--- src/rtl/nor_seq_pkg.sv ---
package nor_seq_pkg;
  localparam logic [7:0] OP_RD_ARRAY  = 8'h00;
  localparam logic [7:0] OP_RD_ALT    = 8'hF0;
  localparam logic [7:0] OP_RESET     = 8'hFF;
  localparam logic [7:0] OP_PROG_A    = 8'h10;
  localparam logic [7:0] OP_PROG_B    = 8'h40;
  localparam logic [7:0] OP_ERASE     = 8'h20;
  localparam logic [7:0] OP_ERASE_ALT = 8'h28;
  localparam logic [7:0] OP_CLR       = 8'h50;
  localparam logic [7:0] OP_LOCK      = 8'h60;
  localparam logic [7:0] OP_STAT      = 8'h70;
  localparam logic [7:0] OP_IDENT     = 8'h90;
  localparam logic [7:0] OP_QUERY     = 8'h98;
  localparam logic [7:0] OP_BUFWR     = 8'hE8;
  localparam logic [7:0] OP_CONFIRM   = 8'hD0;
  localparam logic [7:0] OP_LOCK_ALT  = 8'h01;

  localparam logic [7:0] ST_READY     = 8'h80;
  localparam logic [7:0] ST_ERASE_ERR = 8'h20;
  localparam logic [7:0] ST_PROG_ERR  = 8'h10;

  typedef enum logic [1:0] {
    RS_ARRAY,
    RS_STATUS,
    RS_QUERY
  } rsrc_t;

  function automatic logic shows_status(input logic [7:0] c);
    return (c == OP_PROG_A) || (c == OP_PROG_B) || (c == OP_ERASE) ||
           (c == OP_ERASE_ALT) || (c == OP_CLR) || (c == OP_LOCK) ||
           (c == OP_STAT) || (c == OP_BUFWR);
  endfunction

  function automatic logic known_opcode(input logic [7:0] c);
    return (c == OP_RD_ARRAY) || (c == OP_RD_ALT) || (c == OP_RESET) ||
           (c == OP_PROG_A) || (c == OP_PROG_B) || (c == OP_ERASE) ||
           (c == OP_CLR) || (c == OP_LOCK) || (c == OP_STAT) ||
           (c == OP_IDENT) || (c == OP_QUERY) || (c == OP_BUFWR);
  endfunction
endpackage

--- src/rtl/nor_array.sv ---
module nor_array #(
  parameter int DATA_W = 16,
  parameter int AW     = 7
) (
  input  logic              clk,
  input  logic              we,
  input  logic [AW-1:0]     waddr,
  input  logic [DATA_W-1:0] wdata,
  input  logic              re,
  input  logic [AW-1:0]     raddr,
  output logic [DATA_W-1:0] rdata
);
  localparam int WORDS = 1 << AW;

  logic [DATA_W-1:0] mem [0:WORDS-1];

  always_ff @(posedge clk) begin
    if (we) mem[waddr] <= wdata;
    if (re) rdata <= mem[raddr];
  end
endmodule

--- src/rtl/nor_erase_walker.sv ---
module nor_erase_walker #(
  parameter int AW        = 7,
  parameter int BLK_WORDS = 16
) (
  input  logic          clk,
  input  logic          rst,
  input  logic          start,
  input  logic [AW-1:0] start_addr,
  output logic          busy,
  output logic [AW-1:0] wr_addr
);
  localparam int IW = (BLK_WORDS > 1) ? $clog2(BLK_WORDS) : 1;
  localparam logic [IW-1:0] LAST = IW'(BLK_WORDS - 1);
  localparam logic [AW-1:0] ALIGN_MASK = ~AW'(BLK_WORDS - 1);

  logic [AW-1:0] base_q;
  logic [IW-1:0] idx_q;
  logic          busy_q;

  always_ff @(posedge clk) begin
    if (rst) begin
      busy_q <= 1'b0;
      idx_q  <= '0;
      base_q <= '0;
    end else if (start && !busy_q) begin
      busy_q <= 1'b1;
      idx_q  <= '0;
      base_q <= start_addr & ALIGN_MASK;
    end else if (busy_q) begin
      if (idx_q == LAST) busy_q <= 1'b0;
      else               idx_q  <= idx_q + 1'b1;
    end
  end

  assign busy    = busy_q;
  assign wr_addr = base_q | AW'(idx_q);

  assert_walk_ends_R4: assert property (@(posedge clk) disable iff (rst)
    (busy_q && idx_q == LAST) |=> !busy_q);
  assert_walk_from_zero_R4: assert property (@(posedge clk) disable iff (rst)
    $rose(busy_q) |-> (idx_q == '0));
endmodule

--- src/rtl/nor_cmd_fsm.sv ---
module nor_cmd_fsm
  import nor_seq_pkg::*;
#(
  parameter int CNT_W = 8
) (
  input  logic             clk,
  input  logic             rst,
  input  logic             wr_acc,
  input  logic [CNT_W-1:0] wword,
  input  logic             ro,
  output logic [7:0]       cmd,
  output logic [7:0]       status,
  output logic             prog_we,
  output logic             erase_start
);
  logic [7:0]       cmd_q, stat_q;
  logic [1:0]       cyc_q;
  logic [CNT_W-1:0] cnt_q;
  logic [7:0]       op;
  logic [7:0]       prog_fault;

  assign op         = wword[7:0];
  assign prog_fault = ro ? ST_PROG_ERR : 8'h00;

  always_ff @(posedge clk) begin
    if (rst) begin
      cmd_q  <= OP_RD_ARRAY;
      cyc_q  <= 2'd0;
      stat_q <= ST_READY;
      cnt_q  <= '0;
    end else if (wr_acc) begin
      case (cyc_q)
        2'd0: begin
          case (op)
            OP_RD_ARRAY, OP_RD_ALT, OP_RESET: cmd_q <= OP_RD_ARRAY;
            OP_PROG_A, OP_PROG_B, OP_LOCK, OP_QUERY: begin
              cmd_q <= op;
              cyc_q <= 2'd1;
            end
            OP_ERASE: begin
              cmd_q  <= op;
              cyc_q  <= 2'd1;
              stat_q <= stat_q | ST_READY | (ro ? ST_ERASE_ERR : 8'h00);
            end
            OP_CLR: begin
              stat_q <= 8'h00;
              cmd_q  <= OP_RD_ARRAY;
            end
            OP_STAT, OP_IDENT: cmd_q <= op;
            OP_BUFWR: begin
              cmd_q  <= op;
              cyc_q  <= 2'd1;
              stat_q <= stat_q | ST_READY;
            end
            default: cmd_q <= OP_RD_ARRAY;
          endcase
        end
        2'd1: begin
          case (cmd_q)
            OP_PROG_A, OP_PROG_B: begin
              stat_q <= stat_q | ST_READY | prog_fault;
              cyc_q  <= 2'd0;
            end
            OP_ERASE, OP_ERASE_ALT: begin
              cyc_q <= 2'd0;
              if (op == OP_CONFIRM) stat_q <= stat_q | ST_READY;
              else                  cmd_q  <= OP_RD_ARRAY;
            end
            OP_BUFWR: begin
              cnt_q <= wword;
              cyc_q <= 2'd2;
            end
            OP_LOCK: begin
              cyc_q <= 2'd0;
              if (op == OP_CONFIRM || op == OP_LOCK_ALT) stat_q <= stat_q | ST_READY;
              else                                       cmd_q  <= OP_RD_ARRAY;
            end
            OP_QUERY: begin
              if (op == OP_RESET) begin
                cmd_q <= OP_RD_ARRAY;
                cyc_q <= 2'd0;
              end
            end
            default: begin
              cmd_q <= OP_RD_ARRAY;
              cyc_q <= 2'd0;
            end
          endcase
        end
        2'd2: begin
          if (cmd_q == OP_BUFWR) begin
            stat_q <= stat_q | ST_READY | prog_fault;
            if (cnt_q == '0) cyc_q <= 2'd3;
            else             cnt_q <= cnt_q - 1'b1;
          end else begin
            cmd_q <= OP_RD_ARRAY;
            cyc_q <= 2'd0;
          end
        end
        default: begin
          cyc_q <= 2'd0;
          if (cmd_q == OP_BUFWR && op == OP_CONFIRM) stat_q <= stat_q | ST_READY;
          else                                       cmd_q  <= OP_RD_ARRAY;
        end
      endcase
    end
  end

  assign prog_we = wr_acc && !ro &&
                   (((cyc_q == 2'd1) && (cmd_q == OP_PROG_A || cmd_q == OP_PROG_B)) ||
                    ((cyc_q == 2'd2) && (cmd_q == OP_BUFWR)));
  assign erase_start = wr_acc && !ro && (cyc_q == 2'd0) && (op == OP_ERASE);
  assign cmd    = cmd_q;
  assign status = stat_q;

  assert_unknown_op_R10: assert property (@(posedge clk) disable iff (rst)
    (wr_acc && cyc_q == 2'd0 && !known_opcode(op)) |=> (cmd_q == OP_RD_ARRAY && cyc_q == 2'd0));
  assert_clear_status_R5: assert property (@(posedge clk) disable iff (rst)
    (wr_acc && cyc_q == 2'd0 && op == OP_CLR) |=> (stat_q == 8'h00 && cmd_q == OP_RD_ARRAY));
  assert_ro_no_store_R3: assert property (@(posedge clk) disable iff (rst)
    ro |-> !prog_we);
  assert_buffer_last_R9: assert property (@(posedge clk) disable iff (rst)
    (wr_acc && cyc_q == 2'd2 && cmd_q == OP_BUFWR && cnt_q == '0) |=> (cyc_q == 2'd3));
endmodule

--- src/rtl/nor_cmd_seq.sv ---
module nor_cmd_seq
  import nor_seq_pkg::*;
#(
  parameter int DATA_W    = 16,
  parameter int ADDR_W    = 8,
  parameter int BLK_BYTES = 32,
  parameter int DEV_BYTES = 1
) (
  input  logic              clk,
  input  logic              rst,
  input  logic              wr_en,
  input  logic              rd_en,
  input  logic [ADDR_W-1:0] addr,
  input  logic [DATA_W-1:0] wdata,
  input  logic              ro_cfg,
  output logic [DATA_W-1:0] rdata,
  output logic              rvalid,
  output logic              busy,
  output logic              qry_req,
  output logic              qry_sel,
  output logic [ADDR_W-1:0] qry_addr,
  input  logic [DATA_W-1:0] qry_data
);
  localparam int BYTES     = DATA_W / 8;
  localparam int BYTE_SH   = $clog2(BYTES);
  localparam int WA_W      = ADDR_W - BYTE_SH;
  localparam int BLK_WORDS = BLK_BYTES / BYTES;
  localparam int LANE      = (DEV_BYTES == 0) ? BYTES : DEV_BYTES;
  localparam int LANES     = BYTES / LANE;
  localparam int CNT_W     = LANE * 8;

  logic              wr_acc, rd_acc;
  logic [7:0]        cmd, status;
  logic              prog_we, erase_start, er_busy;
  logic [WA_W-1:0]   er_addr, word_addr;
  logic              arr_we;
  logic [WA_W-1:0]   arr_waddr;
  logic [DATA_W-1:0] arr_wd, arr_q;
  logic [DATA_W-1:0] stat_word, side_q;
  rsrc_t             mode, src_q;
  logic              rvalid_q;

  assign wr_acc    = wr_en && !er_busy;
  assign rd_acc    = rd_en && !er_busy;
  assign word_addr = addr[ADDR_W-1:BYTE_SH];

  nor_cmd_fsm #(.CNT_W(CNT_W)) u_fsm (
    .clk(clk), .rst(rst), .wr_acc(wr_acc), .wword(wdata[CNT_W-1:0]),
    .ro(ro_cfg), .cmd(cmd), .status(status), .prog_we(prog_we),
    .erase_start(erase_start)
  );

  nor_erase_walker #(.AW(WA_W), .BLK_WORDS(BLK_WORDS)) u_erase (
    .clk(clk), .rst(rst), .start(erase_start), .start_addr(word_addr),
    .busy(er_busy), .wr_addr(er_addr)
  );

  assign arr_we    = er_busy || prog_we;
  assign arr_waddr = er_busy ? er_addr : word_addr;
  assign arr_wd    = er_busy ? {DATA_W{1'b1}} : wdata;

  nor_array #(.DATA_W(DATA_W), .AW(WA_W)) u_array (
    .clk(clk), .we(arr_we), .waddr(arr_waddr), .wdata(arr_wd),
    .re(rd_acc), .raddr(word_addr), .rdata(arr_q)
  );

  always_comb begin
    stat_word = '0;
    for (int g = 0; g < LANES; g++) stat_word[g*LANE*8 +: 8] = status;
  end

  always_comb begin
    if (shows_status(cmd))                       mode = RS_STATUS;
    else if (cmd == OP_IDENT || cmd == OP_QUERY) mode = RS_QUERY;
    else                                         mode = RS_ARRAY;
  end

  assign qry_req  = rd_acc && (mode == RS_QUERY);
  assign qry_sel  = (cmd == OP_QUERY);
  assign qry_addr = addr;

  always_ff @(posedge clk) begin
    if (rst) begin
      rvalid_q <= 1'b0;
      src_q    <= RS_ARRAY;
      side_q   <= '0;
    end else begin
      rvalid_q <= rd_acc;
      if (rd_acc) begin
        src_q  <= mode;
        side_q <= (mode == RS_STATUS) ? stat_word : qry_data;
      end
    end
  end

  assign rdata  = (src_q == RS_ARRAY) ? arr_q : side_q;
  assign rvalid = rvalid_q;
  assign busy   = er_busy;

  assert_read_latency_R11: assert property (@(posedge clk) disable iff (rst)
    rvalid_q == $past(rd_en && !er_busy && !rst));
  assert_erase_goes_busy_R4: assert property (@(posedge clk) disable iff (rst)
    erase_start |=> er_busy);
  assert_busy_blocks_R12: assert property (@(posedge clk) disable iff (rst)
    er_busy |=> !rvalid_q);
endmodule

--- config.mk ---
export PLATFORM = sky130hd
export DESIGN_NAME = nor_cmd_seq
export DESIGN_NICKNAME = d
export VERILOG_FILES = /design/src/rtl/nor_seq_pkg.sv /design/src/rtl/nor_array.sv /design/src/rtl/nor_erase_walker.sv /design/src/rtl/nor_cmd_fsm.sv /design/src/rtl/nor_cmd_seq.sv
export SDC_FILE = /design/constraint.sdc
export NUM_CORES = 2
export LEC_CHECK = 0
export BUFFER_PORTS_ARGS = -buffer_cell sky130_fd_sc_hd__buf_2
export CORE_ASPECT_RATIO = 0.8
export CORE_MARGIN = 2
export CORE_UTILIZATION = 54
export DETAILED_ROUTE_END_ITERATION = 6
export GPL_TIMING_DRIVEN = 0
export PLACE_DENSITY = 0.7
export SYNTH_ARGS = -nofsm -noshare
export SYNTH_HDL_FRONTEND = slang
export SYNTH_SLANG_ARGS = --single-unit
--- constraint.sdc ---
create_clock -name clk -period 4.7 [get_ports clk]
set_input_delay 0.705 -clock clk [delete_from_list [all_inputs] [get_ports clk]]
set_output_delay 0.705 -clock clk [all_outputs]
set_load 0.01 [all_outputs]
* Yosys cells after proc, flatten, opt, wreduce, memory -nomap -nowiden
Memory sizes are Yosys's and may differ from the RTL's. A register that Yosys moved wholly into a read port is not among the register bits. Cells that the tools add are included.
Word-level totals: register bits after elaboration 53, latch bits 0, RAM bits 2048, memory bits (read-only) 0, input bits 45, output and inout bits 28, memories 1
Cells by class: add/sub/neg operators 2, $mul 0, divide/modulo/power cells 0, $lt $le $gt $ge 0, equality and inequality tests 47, shift-type cells 0, mux-type cells 38, bitwise operators 4, reduce and logical (&&, ||, !) cells 42
Memories:
- u_array.mem | depth 128, width 16, rd ports 1, clocked after Yosys merged registers in 1, write ports 1, line nor_array.sv:15 | logic [DATA_W-1:0] mem [0:WORDS-1];
Operators by type and width (number):
- 8-bit 2-to-1 mux | 13
- 8-bit one-hot mux with 3 select lines | 4
- 8-bit by 7-bit equality test with 1-bit output, second input constant | 8
- 8-bit equality test, second input constant | 8
- 16-bit 2-to-1 mux | 3
- 8-bit one-hot mux with 4 select lines | 1
- 8-bit by 6-bit equality test with 1-bit output, second input constant | 3
- 2-bit inequality test, second input constant | 10
- 8-bit by 5-bit equality test with 1-bit output, second input constant | 2
- 8-bit OR | 2
- 8-bit one-hot mux with 2 select lines | 1
- 7-bit AND reduction | 2
- 2-bit 2-to-1 mux | 6
- 3-bit by 2-bit inequality test with 1-bit output, second input constant | 4
- 4-bit inequality test, second input constant | 3
- 1-bit logical AND | 11
- 1-bit logical OR | 11
- 3-bit inequality test, second input constant | 3
- 8-bit by 1-bit equality test with 1-bit output, second input constant | 1
- 8-bit zero test | 1
- 8-bit AND reduction | 1
- 8-bit OR reduction | 1
- 8-bit by 1-bit subtractor with 8-bit output, second input constant | 1
- 7-bit 2-to-1 mux | 1
- other kinds (22) | 32

* Longest topological paths before layout
word-level depth 11, gate-level depth with buffers 10, mapped depth without buffers 8

* Modules after synthesis
A second synthesis with hierarchy kept.
Second synthesis, totals: cell total of the unflattened synthesis 3495, area total of the unflattened synthesis 82158.8 um^2
Modules (own cells, without submodules):
- nor_array | times used 1, cells an instance 3086, area each 78683.0 um^2, seq. area each 61979.4 um^2
- nor_cmd_fsm | times used 1, cells an instance 213, area each 1689.1 um^2, seq. area each 420.4 um^2
- nor_cmd_seq | times used 1, cells an instance 160, area each 1435.1 um^2, seq. area each 380.4 um^2
- nor_erase_walker | times used 1, cells an instance 36, area each 351.6 um^2, seq. area each 160.2 um^2

* Least setup slack after synthesis
Ideal clock, no wire load.
kind in2reg, start input addr[3], end memory u_array.mem[37][0], enable pin, library setup time 388 ps, arrival time 3158 ps, data required time 4312 ps, slack 1153 ps, stages on the path 8, buffers on the path 4, cell sequence clkbuf_1 > clkbuf_1 > clkbuf_1 > nand2_1 > o21ai_0 > nand2_1 > clkbuf_1 > nor2_1
Between the ends: word-level cells in the longest chain between the ends 1
RTL lines:
- start: declaration | line nor_cmd_seq.sv:13 | input logic [ADDR_W-1:0] addr,
- 7-bit 2-to-1 mux | line nor_cmd_seq.sv:59 | assign arr_waddr = er_busy ? er_addr : word_addr;
- end: declaration | line nor_array.sv:15
No other way between the ends.

==> results.json <==
{
  "outcome": "finished with violations",
  "violations": "max-capacitance violations, max-slew violations, negative setup slack",
  "cp-start-kind": "input port",
  "met1_usage": 0.403,
  "start_util": 0.545,
  "synthTopCellsByArea": "edfxtp_1, mux4_2, dfxtp_1",
  "synth_top_area_frac": 0.758,
  "floorplan.rows": 127,
  "synthesis.nets": 3546,
  "vias_per_cell": 6.57,
  "timing.final.ws_setup_ns": -0.0689,
  "grt_max_degree": 89,
  "area_delta_synth_final_pct": 13.5,
  "cts_sinks": 2112,
  "maxCapViolations": 1,
  "finalHoldViolations": 0,
  "drc": 0,
  "die_w_um": 439,
  "vdd_ir_drop_max_mv": 0.340,
  "p_sw_frac": 0.218,
  "grt_use_met2": 0.378,
  "whs_ns": 0.124,
  "seq_power_share": 0.547,
  "gr-usage-all-layers": 0.265,
  "synth_edf_count": 2064,
  "gr-total-overflow": 0,
  "pin_count": 73,
  "n_fill_cell": 9940,
  "power_frac_comb": 0.055,
  "rsz0062_at_grt": "yes",
  "async_flop_share": 0,
  "worstPathArrival_ns": 5.34,
  "worst_slew_pin_slew_ns": 1.57,
  "yosys_warnings": 0,
  "clkPwrFrac": 0.398,
  "worst-setup-path-type": "input port to flip-flop",
  "layout_min_cycle_time_ns": 4.77,
  "worst_ep_required_time_ns": 5.27,
  "dp_hpwl_um": 135000,
  "yosys.area.top_type": "edfxtp_1",
  "drive_above_1_share": 0.333,
  "antenna_found_initial": 10,
  "final_nets": 3905,
  "multi_input_area_um2": 18500,
  "routed_wl_um": 203000,
  "ys.flop_type": "edfxtp_1",
  "synth.avg_cell_area_um2": 23.4,
  "seqCellArea_um2": 62900,
  "ys_seq_elements": 2112,
  "worstSkewPairLatency_ns": 0.85,
  "num_vias": 39500,
  "yosys-top-cells-count": "edfxtp_1, mux4_2, nor2_1",
  "synth_most_common_cell": "edfxtp_1",
  "post-route-cell-area_um2": 92900,
  "p_total_uw": 37900,
  "crit_fanout": 10,
  "switchingPower_uw": 8240,
  "synth_seq_area_share": 0.770,
  "syn-cell-area_um2": 81800,
  "synth_cell_types": 57,
  "path_clk_slew_ns": 0.07,
  "grt_pass1_vias": 38600,
  "core_um2": 150000,
  "grt-busiest-layer": "met1",
  "clock_skew_ns": 0.0319,
  "gp_congestion": 0.960,
  "die_h_um": 352,
  "routedWlPerCell_um": 33.7,
  "cts_tree": "built",
  "powerDensity_nw_per_um2": 408,
  "drtPass1Iterations": 6,
  "cts_buffers": 190,
  "finalSetupViolCount": 33,
  "root_buffer": "clkbuf_16",
  "fmaxAchievable_ghz": 0.210,
  "first_iter_violations": 6651,
  "htreeDepth": 4,
  "slew_violations": 6,
  "dieArea_um2": 155000,
  "p_leak_uw": 0.0286,
  "cts_buffer_depth": 3,
  "end_kind": "flip-flop",
  "hold_class": "input port to flip-flop",
  "ant_nets": 0,
  "port_buffers": 64,
  "grt_pass1_wl_um": 287000,
  "p_int_uw": 29600,
  "timing.final.crit_share": 1.01,
  "placed_area_um2": 86500,
  "relSlewSlack": -0.0561,
  "use_met3": 0.0771,
  "synth_cells": 3493
}
state kept, by name, indices dropped and copies added (netlist names):
signal	count
u_array.mem	2048
u_fsm.status	3
src_q	2
u_erase.base_q	3
u_erase.idx_q	4
rvalid	1
u_array.rdata	16
u_fsm.cyc_q	2
side_q	16
u_fsm.cmd	8
u_erase.busy	1
u_fsm.cnt_q	8
cell families (layout without fill, tap and decap cells):
group | Yosys count | count (layout) | synth area share
muxes | 717 | 717 | 0.191
xor gates and xnor gates | 2 | 2 | 0.000214
DFF | 2112 | 2112 | 0.770
buffers and inverters | 214 | 734 | 0.0110
adders and majority gates | 8 | 8 | 0.00122
AOI/OAI and AO/OA | 109 | 109 | 0.00848
and+or+nand+nor | 331 | 331 | 0.0184
other | 0 | 2 | 0
cells in the final DEF (no fill, tap or decap), types with 38 or more instances in the layout:
cell type	instances
buf_1	38
buf_2	97
buf_8	64
clkbuf_1	146
clkbuf_16	191
clkinv_1	54
dfxtp_1	48
edfxtp_1	2064
mux4_2	672
nand2_1	63
nor2_2	94
critical path, stage by stage:
cell	delay, ns
clkbuf_1	0.61
clkbuf_1	0.87
buf_1	1.11
mux4_2	0.45
mux4_2	0.61
mux4_2	0.60
mux2_2	0.36
stage by stage:
stage / worst slack [ns] / setup TNS, ns / utilization / std cells
2_1_floorplan: 1.15 / 0 / - / 3493
6_report: -0.0689 / -0.888 / 0.618 / 6014
4_1_cts: -0.203 / -11.63 / 0.618 / 6012
3_5_place_dp: -1.68 / -1289.43 / 0.576 / 5644
5_1_grt: -0.0990 / -3.66 / 0.618 / 6012
3_3_place_gp: -1.96 / -3572.27 / 0.563 / 5556
layer usage:
metal | up-vias | routed length, um
met5 | - | 27
met4 | 4 | 5790
met3 | 296 | 25400
met2 | 2410 | 90900
met1 | 21200 | 80400
li1 | 15700 | -
path summary, 6_finish.rpt:
check / startpoint / end / slack, ns / cells after the start
min reg2reg: side_q[0] / side_q[0] / 0.45 / 2
max reg2reg: u_fsm.cyc_q[0] / u_array.mem[80][11] / -0.05 / 9
min: qry_data[3] / side_q[3] / 0.12 / 3
max: addr[3] / u_array.rdata[2] / -0.07 / 7
cell type report:
type,instances,share of cell area
inverter,17,0.000687
timing repair buffer,167,0.0222
tap,1999,0.0269
multi-input combinational,1167,0.199
sequential,2112,0.678
buffer,197,0.00924
clock inverter,113,0.0107
antenna,2,0.0000539
clock buffer,240,0.0535
repair_timing:
action	4_1_cts	5_1_grt
pin swaps	11	0
gates resized for setup	29	28
endpoints found under the setup margin	659	546
hold buffers	0	0
setup buffers	15	0
power by group through the flow:
stage	Clock (uW)	Sequential (uW)	Combinational [uW]
floorplan	0	21100	1160
global placement	0	21200	1960
detailed placement	0	21100	2060
CTS	15200	20700	2070
global route	15900	20700	2160
finish	15100	20700	2090
No activity file was read; power rests on OpenSTA's default activity.
